**config.mk**
```make
export PLATFORM = sky130hd
export DESIGN_NAME = occ_unit
export DESIGN_NICKNAME = d
export VERILOG_FILES = /design/src/rtl/occ_unit.sv
export SDC_FILE = /design/constraint.sdc
export NUM_CORES = 1
export LEC_CHECK = 0
export CORE_MARGIN = 1.5
export CORE_UTILIZATION = 58
export CTS_CLUSTER_SIZE = 28
export DETAILED_ROUTE_END_ITERATION = 7
export GPL_ROUTABILITY_DRIVEN = 0
export GPL_TIMING_DRIVEN = 0
export PLACE_DENSITY = 0.9
export SLEW_MARGIN = 20
export SYNTH_ARGS = -nofsm -noshare
export SYNTH_HDL_FRONTEND = slang
export SYNTH_SLANG_ARGS = --single-unit
```
**constraint.sdc**
```tcl
create_clock -name clk -period 2.3 [get_ports clk]
set_input_delay 0.345 -clock clk [delete_from_list [all_inputs] [get_ports clk]]
set_output_delay 0.345 -clock clk [all_outputs]
set_load 0.02 [all_outputs]
```
**src/rtl/occ_unit.sv**
```systemverilog
module occ_unit #(
  parameter int CW = 16
) (
  input  logic          clk,
  input  logic          rst_n,
  input  logic [CW-1:0] count_in,
  input  logic          wr_en,
  input  logic [3:0]    wr_sel,
  input  logic [CW-1:0] wr_data,
  output logic [4:0]    pin_o,
  output logic          pin1_oe,
  output logic [4:0]    flag_o,
  output logic          irq
);
  localparam logic [3:0] SEL_CLR = 4'd5, SEL_IEN = 4'd6, SEL_ACT = 4'd7,
                         SEL_MMSK = 4'd8, SEL_MDAT = 4'd9, SEL_FRC = 4'd10,
                         SEL_DIR = 4'd11;

  logic [CW-1:0] cmp_q [5];
  logic [4:0] flag_q, ien_q, mmsk_q, mdat_q, pin_q, pin_d, match, frc, trig, clr;
  logic [7:0] act_q;
  logic       dir_q;

  always_comb
    for (int b = 0; b < 5; b++) match[b] = (count_in == cmp_q[b]);

  assign frc  = (wr_en && wr_sel == SEL_FRC) ? wr_data[7:3] : 5'd0;
  assign clr  = (wr_en && wr_sel == SEL_CLR) ? wr_data[7:3] : 5'd0;
  assign trig = match | frc;

  always_comb begin
    pin_d = pin_q;
    for (int b = 0; b < 4; b++)
      if (trig[b])
        case (act_q[2*b +: 2])
          2'b01: pin_d[b] = ~pin_q[b];
          2'b10: pin_d[b] = 1'b0;
          2'b11: pin_d[b] = 1'b1;
          default: ;
        endcase
    if (trig[4])
      for (int b = 0; b < 5; b++)
        if (mmsk_q[b] && (b != 4 || dir_q)) pin_d[b] = mdat_q[b];
  end

  always_ff @(posedge clk or negedge rst_n) begin
    if (!rst_n) begin
      for (int b = 0; b < 5; b++) cmp_q[b] <= '1;
      flag_q <= '0;
      ien_q  <= '0;
      mmsk_q <= '0;
      mdat_q <= '0;
      act_q  <= '0;
      dir_q  <= 1'b0;
      pin_q  <= '0;
    end else begin
      flag_q <= (flag_q & ~clr) | match;
      pin_q  <= pin_d;
      if (wr_en) begin
        if (wr_sel < 4'd5) cmp_q[4 - wr_sel] <= wr_data;
        case (wr_sel)
          SEL_IEN:  ien_q  <= wr_data[7:3];
          SEL_ACT:  act_q  <= wr_data[7:0];
          SEL_MMSK: mmsk_q <= wr_data[7:3];
          SEL_MDAT: mdat_q <= wr_data[7:3];
          SEL_DIR:  dir_q  <= wr_data[7];
          default: ;
        endcase
      end
    end
  end

  assign pin_o   = pin_q;
  assign flag_o  = flag_q;
  assign pin1_oe = dir_q;
  assign irq     = |(flag_q & ien_q);

  AST_MATCH_FLAGS: assert property (@(posedge clk) disable iff (!rst_n)
    |match |=> ((flag_q & $past(match)) == $past(match)));
  AST_IRQ_NEEDS_FLAG: assert property (@(posedge clk) disable iff (!rst_n)
    irq |-> (flag_q != 5'd0));
  AST_MASTER_WINS: assert property (@(posedge clk) disable iff (!rst_n)
    (match[4] && mmsk_q[3]) |=> (pin_q[3] == $past(mdat_q[3])));
  AST_FORCE_NO_FLAG: assert property (@(posedge clk) disable iff (!rst_n)
    ((frc != 5'd0) && (match == 5'd0) && (flag_q == 5'd0)) |=> (flag_q == 5'd0));
  AST_PIN1_HELD: assert property (@(posedge clk) disable iff (!rst_n)
    !dir_q |=> (pin_q[4] == $past(pin_q[4])));
endmodule

```
Yosys cells after proc, flatten, opt, wreduce, memory -nomap -nowiden
Index checks and enable logic that the tools add are counted.
{"block": "totals", "elab_cells": 81, "reg_bits": 114}
{"block": "op_classes", "mux": 18, "magnitude_cmp": 3, "reduce_logical": 12, "eq_ne": 24, "bitwise": 10, "n_addsub": 1}
{"cell": "$bwmux 80", "count": 1}
{"cell": "$eq 16x16->1", "count": 5}
{"cell": "$demux 16 s3", "count": 1}
{"cell": "$ge 33x4->1 const B", "count": 1}
{"cell": "$lt 33x1->1 const B", "count": 1}
{"cell": "$not 32->33", "count": 1}
{"cell": "$eq 2x2->1 const B", "count": 8}
{"cell": "$eq 4x4->1 const B", "count": 4}
{"cell": "$mux 16", "count": 1}
{"cell": "$reduce_and 2->1", "count": 7}
{"cell": "$eq 4x3->1 const B", "count": 3}
{"cell": "$pmux 1 s3", "count": 4}
{"cell": "$and 5x5->5", "count": 2}
{"cell": "$mux 5", "count": 2}
{"cell": "$or 5x5->5", "count": 2}
{"cell": "$eq 2x1->1 const B", "count": 4}
{"cell": "$mux 1", "count": 8}
{"cell": "$not 5->5", "count": 1}
{"cell": "$reduce_or 5->1", "count": 1}
{"cell": "$sub 3x4->5 const A", "count": 1}
{"cell": "$logic_and 1x1->1", "count": 4}
{"cell": "$lt 4x3->1 const B", "count": 1}
{"cell": "$mux 4", "count": 1}
{"cell": "$not 1->1", "count": 4}

Logic depth before layout (Yosys ltp)
{"block": "depth", "ltp_word": 7, "ltp_mapped": 8, "depth_no_buf": 6}

Least setup slack after synthesis
Ideal clock, no wire load.
{"block": "synth_timing", "path_kind": "in2reg", "startpoint": "input port wr_sel[0]", "endpoint": "register cmp_q[27] (netlist name)", "cell_stages": 7, "path_slack_ns": 0.390, "path_buffers": 1, "t_arrival_ns": 1.828, "path_cell_list": "inv_1 > ha_1 > nor2_2 > nand2_1 > nor4b_4 > buf_6 > mux2_2"}
{"block": "synth_via", "elab_chain_cells": 7, "word_cells_on_any_way": 10}
{"item": "start: declaration", "line_no": "8", "text": "input logic [3:0] wr_sel,"}
{"item": "$sub 3x4->5", "line_no": "60", "text": "if (wr_sel < 4'd5) cmp_q[4 - wr_sel] <= wr_data;"}
{"item": "$not 32->33 (implied by the code)", "line_no": "60"}
{"item": "$ge 33x4->1 (implied by the code) / $lt 33x1->1 (equally long branches)", "line_no": "60"}
{"item": "$logic_and 1x1->1 (implied by the code)", "line_no": "60"}
{"item": "$mux 16 (implied by the code)", "line_no": "60"}
{"item": "$demux 16 s3", "line_no": "60"}
{"item": "$bwmux 80", "line_no": "60"}
{"item": "end signal: indexed assignment", "line_no": "60"}
{"item": "end: declaration", "line_no": "19", "text": "logic [CW-1:0] cmp_q [5];"}
Parallel ways exist; a longest one is shown, timed or not.
A chain may end at the register's enable or synchronous reset.

Worst setup path after layout
{"block": "layout_timing", "startpoint": "register flag_q[0] (netlist: flag_o[0])", "endpoint": "output port irq"}
{"block": "layout_via", "elab_chain_cells": 2}
{"item": "start: declaration", "line_no": "20", "text": "logic [4:0] flag_q, ien_q, mmsk_q, mdat_q, pin_q, pin_d, match, frc, trig, clr;"}
{"item": "start signal: assignment", "line_no": "57", "text": "flag_q <= (flag_q & ~clr) | match;"}
{"item": "$and 5x5->5", "line_no": "76", "text": "assign irq = |(flag_q & ien_q);"}
{"item": "$reduce_or 5->1", "line_no": "76"}
{"item": "end: declaration", "line_no": "13", "text": "output logic irq"}
No other way between the ends.

==> summary.txt <==
Synthesis
  – Syn_nets: 482
  – Yosys reg bits: 114
  – Synth Area in XOR/XNOR: 12.1%
  – Dominant cells by area after synthesis: dfstp_2 36%, mux2_2 17%, dfrtp_1 15%, xor2_1 12%, mux2_1 2.9%
  – Synth top area share: 36.2%
  – Asr flop ratio synth: 100%
  – Post-synthesis cell count: 439
  – Synth Area in Compound Gates: 3.38%
  – Synth cell count leaders: 90 x mux2_2, 80 x dfstp_2, 80 x xor2_1
  – Mux cell area share after synthesis: 20.3%
  – Sequential area share after synthesis: 50.8%
  – Largest family of logic cells by synthesized area: multiplexers
  – Number of enable flip-flop cells after synthesis: 0
  – Count leader, synth: mux2_2
  – Post-synthesis simple-gate area fraction: 8.91%
  – Adder-Cell Fraction of Synth Area: 0.861%
  – Syn. warnings: 0
  – Syn_area_per_cell: 13.2 sq um
  – Top FF cell, synth: dfstp_2
  – Synthesized area: 5810 sq um
  – Synth cell types: 37
  – Synth area leader: dfstp_2

Layout
  – Final nets: 537
  – Finished Cell Area: 6990 sq um
  – Number of fill cells: 640
  – Area growth, synth to finish: 20.3%
  – Fin cells: 641
  – Fraction of layout cells with a size suffix above 1: 48.3%

Floorplanning
  – Die Height: 103 um
  – # rows: 36
  – DIE AREA: 10,600 sq um
  – Initial Util: 59.8%
  – Core ar.: 9730 sq um
  – # IOs: 51
  – Die X: 103 um

Timing
  – Ratio of final minimum period to clock period: 96.9%
  – Final Hold Viols: 0
  – Pins over their slew limit: 0
  – Final hold slack: 0.311 ns
  – Final Skew: 0.00780 ns
  – Fmax: 449 MHz
  – Setup violators final: 0
  – Minimum clock period after layout: 2.23 ns
  – Relative slew slack: 61.8%
  – Slew at the pin with the worst max-slew slack: 0.571 ns

Routing
  – Met2 wire len: 6600 um
  – Routed len/inst: 20.3 um
  – Routed Antenna Nets: 0
  – Met3 WL: 543 um
  – Top sig layer: met4
  – Number of detailed-route iterations in the first pass: 5
  – DRC: 0
  – Iter 0 DRT Violations: 203
  – M1 WL: 5590 um
  – Post-DR vias/cell: 5.73
  – Final WL: 13,000 um
  – Via count: 3,670

Critical path
  – Worst R2R Setup Slack: 0.21 ns
  – Reg-to-Reg End: pin_o[1]
  – Worst setup EP type: output pin
  – Worst EP required: 1.96 ns
  – Crit path DAT: 1.88 ns
  – Critical setup path kind: flip-flop to output pin
  – R2R cell count: 5
  – Crit start category: flip-flop
  – Reg2reg start: cmp_q[56]
  – CP Max Fanout: 3

Pwr
  – Power consumption: 6.99 mW
  – Leakage power: 2.99 nW
  – Worst vdd ir: 0.654 mV
  – PwrDens: 1000 nW/um^2

GRT
  – Total gr overflow: 0
  – Tot GR Track Use: 26.5%
  – First-pass GRT wire length: 20,300 um
  – Vias in the first global route: 3,776
  – Largest net degree at the start of global routing: 72
  – Initial antenna violation count: 1

Outcome
  – Run status: finished, final reports clean

Placement
  – Port Buffer Count: 33
  – Placed cells: 606
  – DP Area: 6340 sq um
  – Post-DP HPWL: 8720 um

Flow run
  – Max-cap violations: 0

Clocking
  – H-tree depth: 4
  – Clock Path Buffers: 2
  – Clk slew on worst S/H paths: 0.06 ns
  – CTS tree: yes
  – CTS sink count: 114
  – Root Driver: clkbuf_8
  – Worst skew pair latency: 0.53 ns
  – Num CTS Buffers: 17

Worst hold path
  – Hold Crit Class: input port to asynchronous set/reset pin
==> power breakdown <==
part	internal (mW)	switching (mW)
Sequential	2.73	0.319
Combinational	0.622	0.562
Clock	1.83	0.929
Total	5.18	1.81
==> placed cells by master, fill, tap and decap left out, types with 5 or more instances in the layout <==
master           count
a21oi_1              8
buf_2               17
buf_6                5
clkbuf_1             7
clkbuf_16           17
clkbuf_8             5
clkdlybuf4s50_1     32
dfrtp_1             34
dfstp_2             80
inv_1               10
mux2_1              15
mux2_2              90
nand2_1             20
nand2_2              5
nor4_1              16
o21ai_0              5
xor2_1              80
==> critical path: stages, from the launching register on <==
cell and delay (ns):
dfrtp_1 0.40, a222oi_1 0.34, nand2_1 0.08, clkdlybuf4s50_1 0.54
==> area by class of cell <==
| class | count | area, sq um | area share (%) |
|---|---|---|---|
| Tap cell | 133 | 166 | 2.38 |
| Clock inverter | 8 | 123 | 1.75 |
| Antenna cell | 1 | 2.50 | 0.0358 |
| Inverter | 10 | 37.5 | 0.537 |
| Clock buffer | 24 | 502 | 7.17 |
| Multi-Input combinational cell | 286 | 2660 | 38.0 |
| Buffer | 29 | 179 | 2.56 |
| Sequential cell | 114 | 2950 | 42.2 |
| Timing Repair Buffer | 36 | 377 | 5.38 |
==> flip-flops by register name, summed over array words and instances (netlist names) <==
signal / cells
act_q: 8
cmp_q: 80
flag_o: 5
ien_q: 5
mdat_q: 5
mmsk_q: 5
pin1_oe: 1
pin_o: 5
==> per-layer routing <==
layer	vias up	track usage [%]
li1	1644	-
met1	1898	33.0
met2	100	44.5
met3	28	7.12
met4	0	9.98
met5	-	0
==> logic make-up (layout without fill, tap and decap cells) <==
family,Yosys count,in the layout
multiplexers,105,105
other,0,1
buffers and inverters,39,107
AO/OA/AOI/OAI,28,28
adder cells (fa/ha/maj),4,4
XOR/XNOR,80,80
AND/OR/NAND/NOR,69,69
flip-flops,114,114
==> through the flow <==
step | util (%) | worst slack (ns) | setup TNS (ns)
finish | 71.9 | 0.0710 | 0
global route | 71.9 | -0.00560 | -0.00560
CTS | 71.8 | 0.0774 | 0
detailed placement | 65.2 | -0.538 | -23.45
global placement | 64.9 | -3.08 | -265.97
floorplan | - | 0.390 | 0
==> timing repair <==
item | 4_1_cts | 5_1_grt
gates cloned | 0 | 0
pin swaps | 1 | 0
hold buffers | 1 | 0
resized for setup | 0 | 2
endpoints found under the setup margin | 2 | 2
setup buffers | 1 | 0
hold endpoints to repair | 3 | 0
==> how the worst max path moves through the flow <==
| stage | start | endpoint | cells past startpoint | slack [ns] |
|---|---|---|---|---|
| after global routing | wr_sel[0] | cmp_q[6] | 7 | -0.006 |
| after detailed placement | wr_sel[0] | cmp_q[30] | 8 | -0.54 |
| after CTS | flag_o[0] | irq | 3 | 0.08 |
| final | flag_o[0] | irq | 3 | 0.07 |
| after global placement | rst_n | mmsk_q[4] | 1 | -3.08 |
| after floorplan | wr_sel[0] | cmp_q[27] | 7 | 0.39 |
Power figures use the tool's default switching activity.
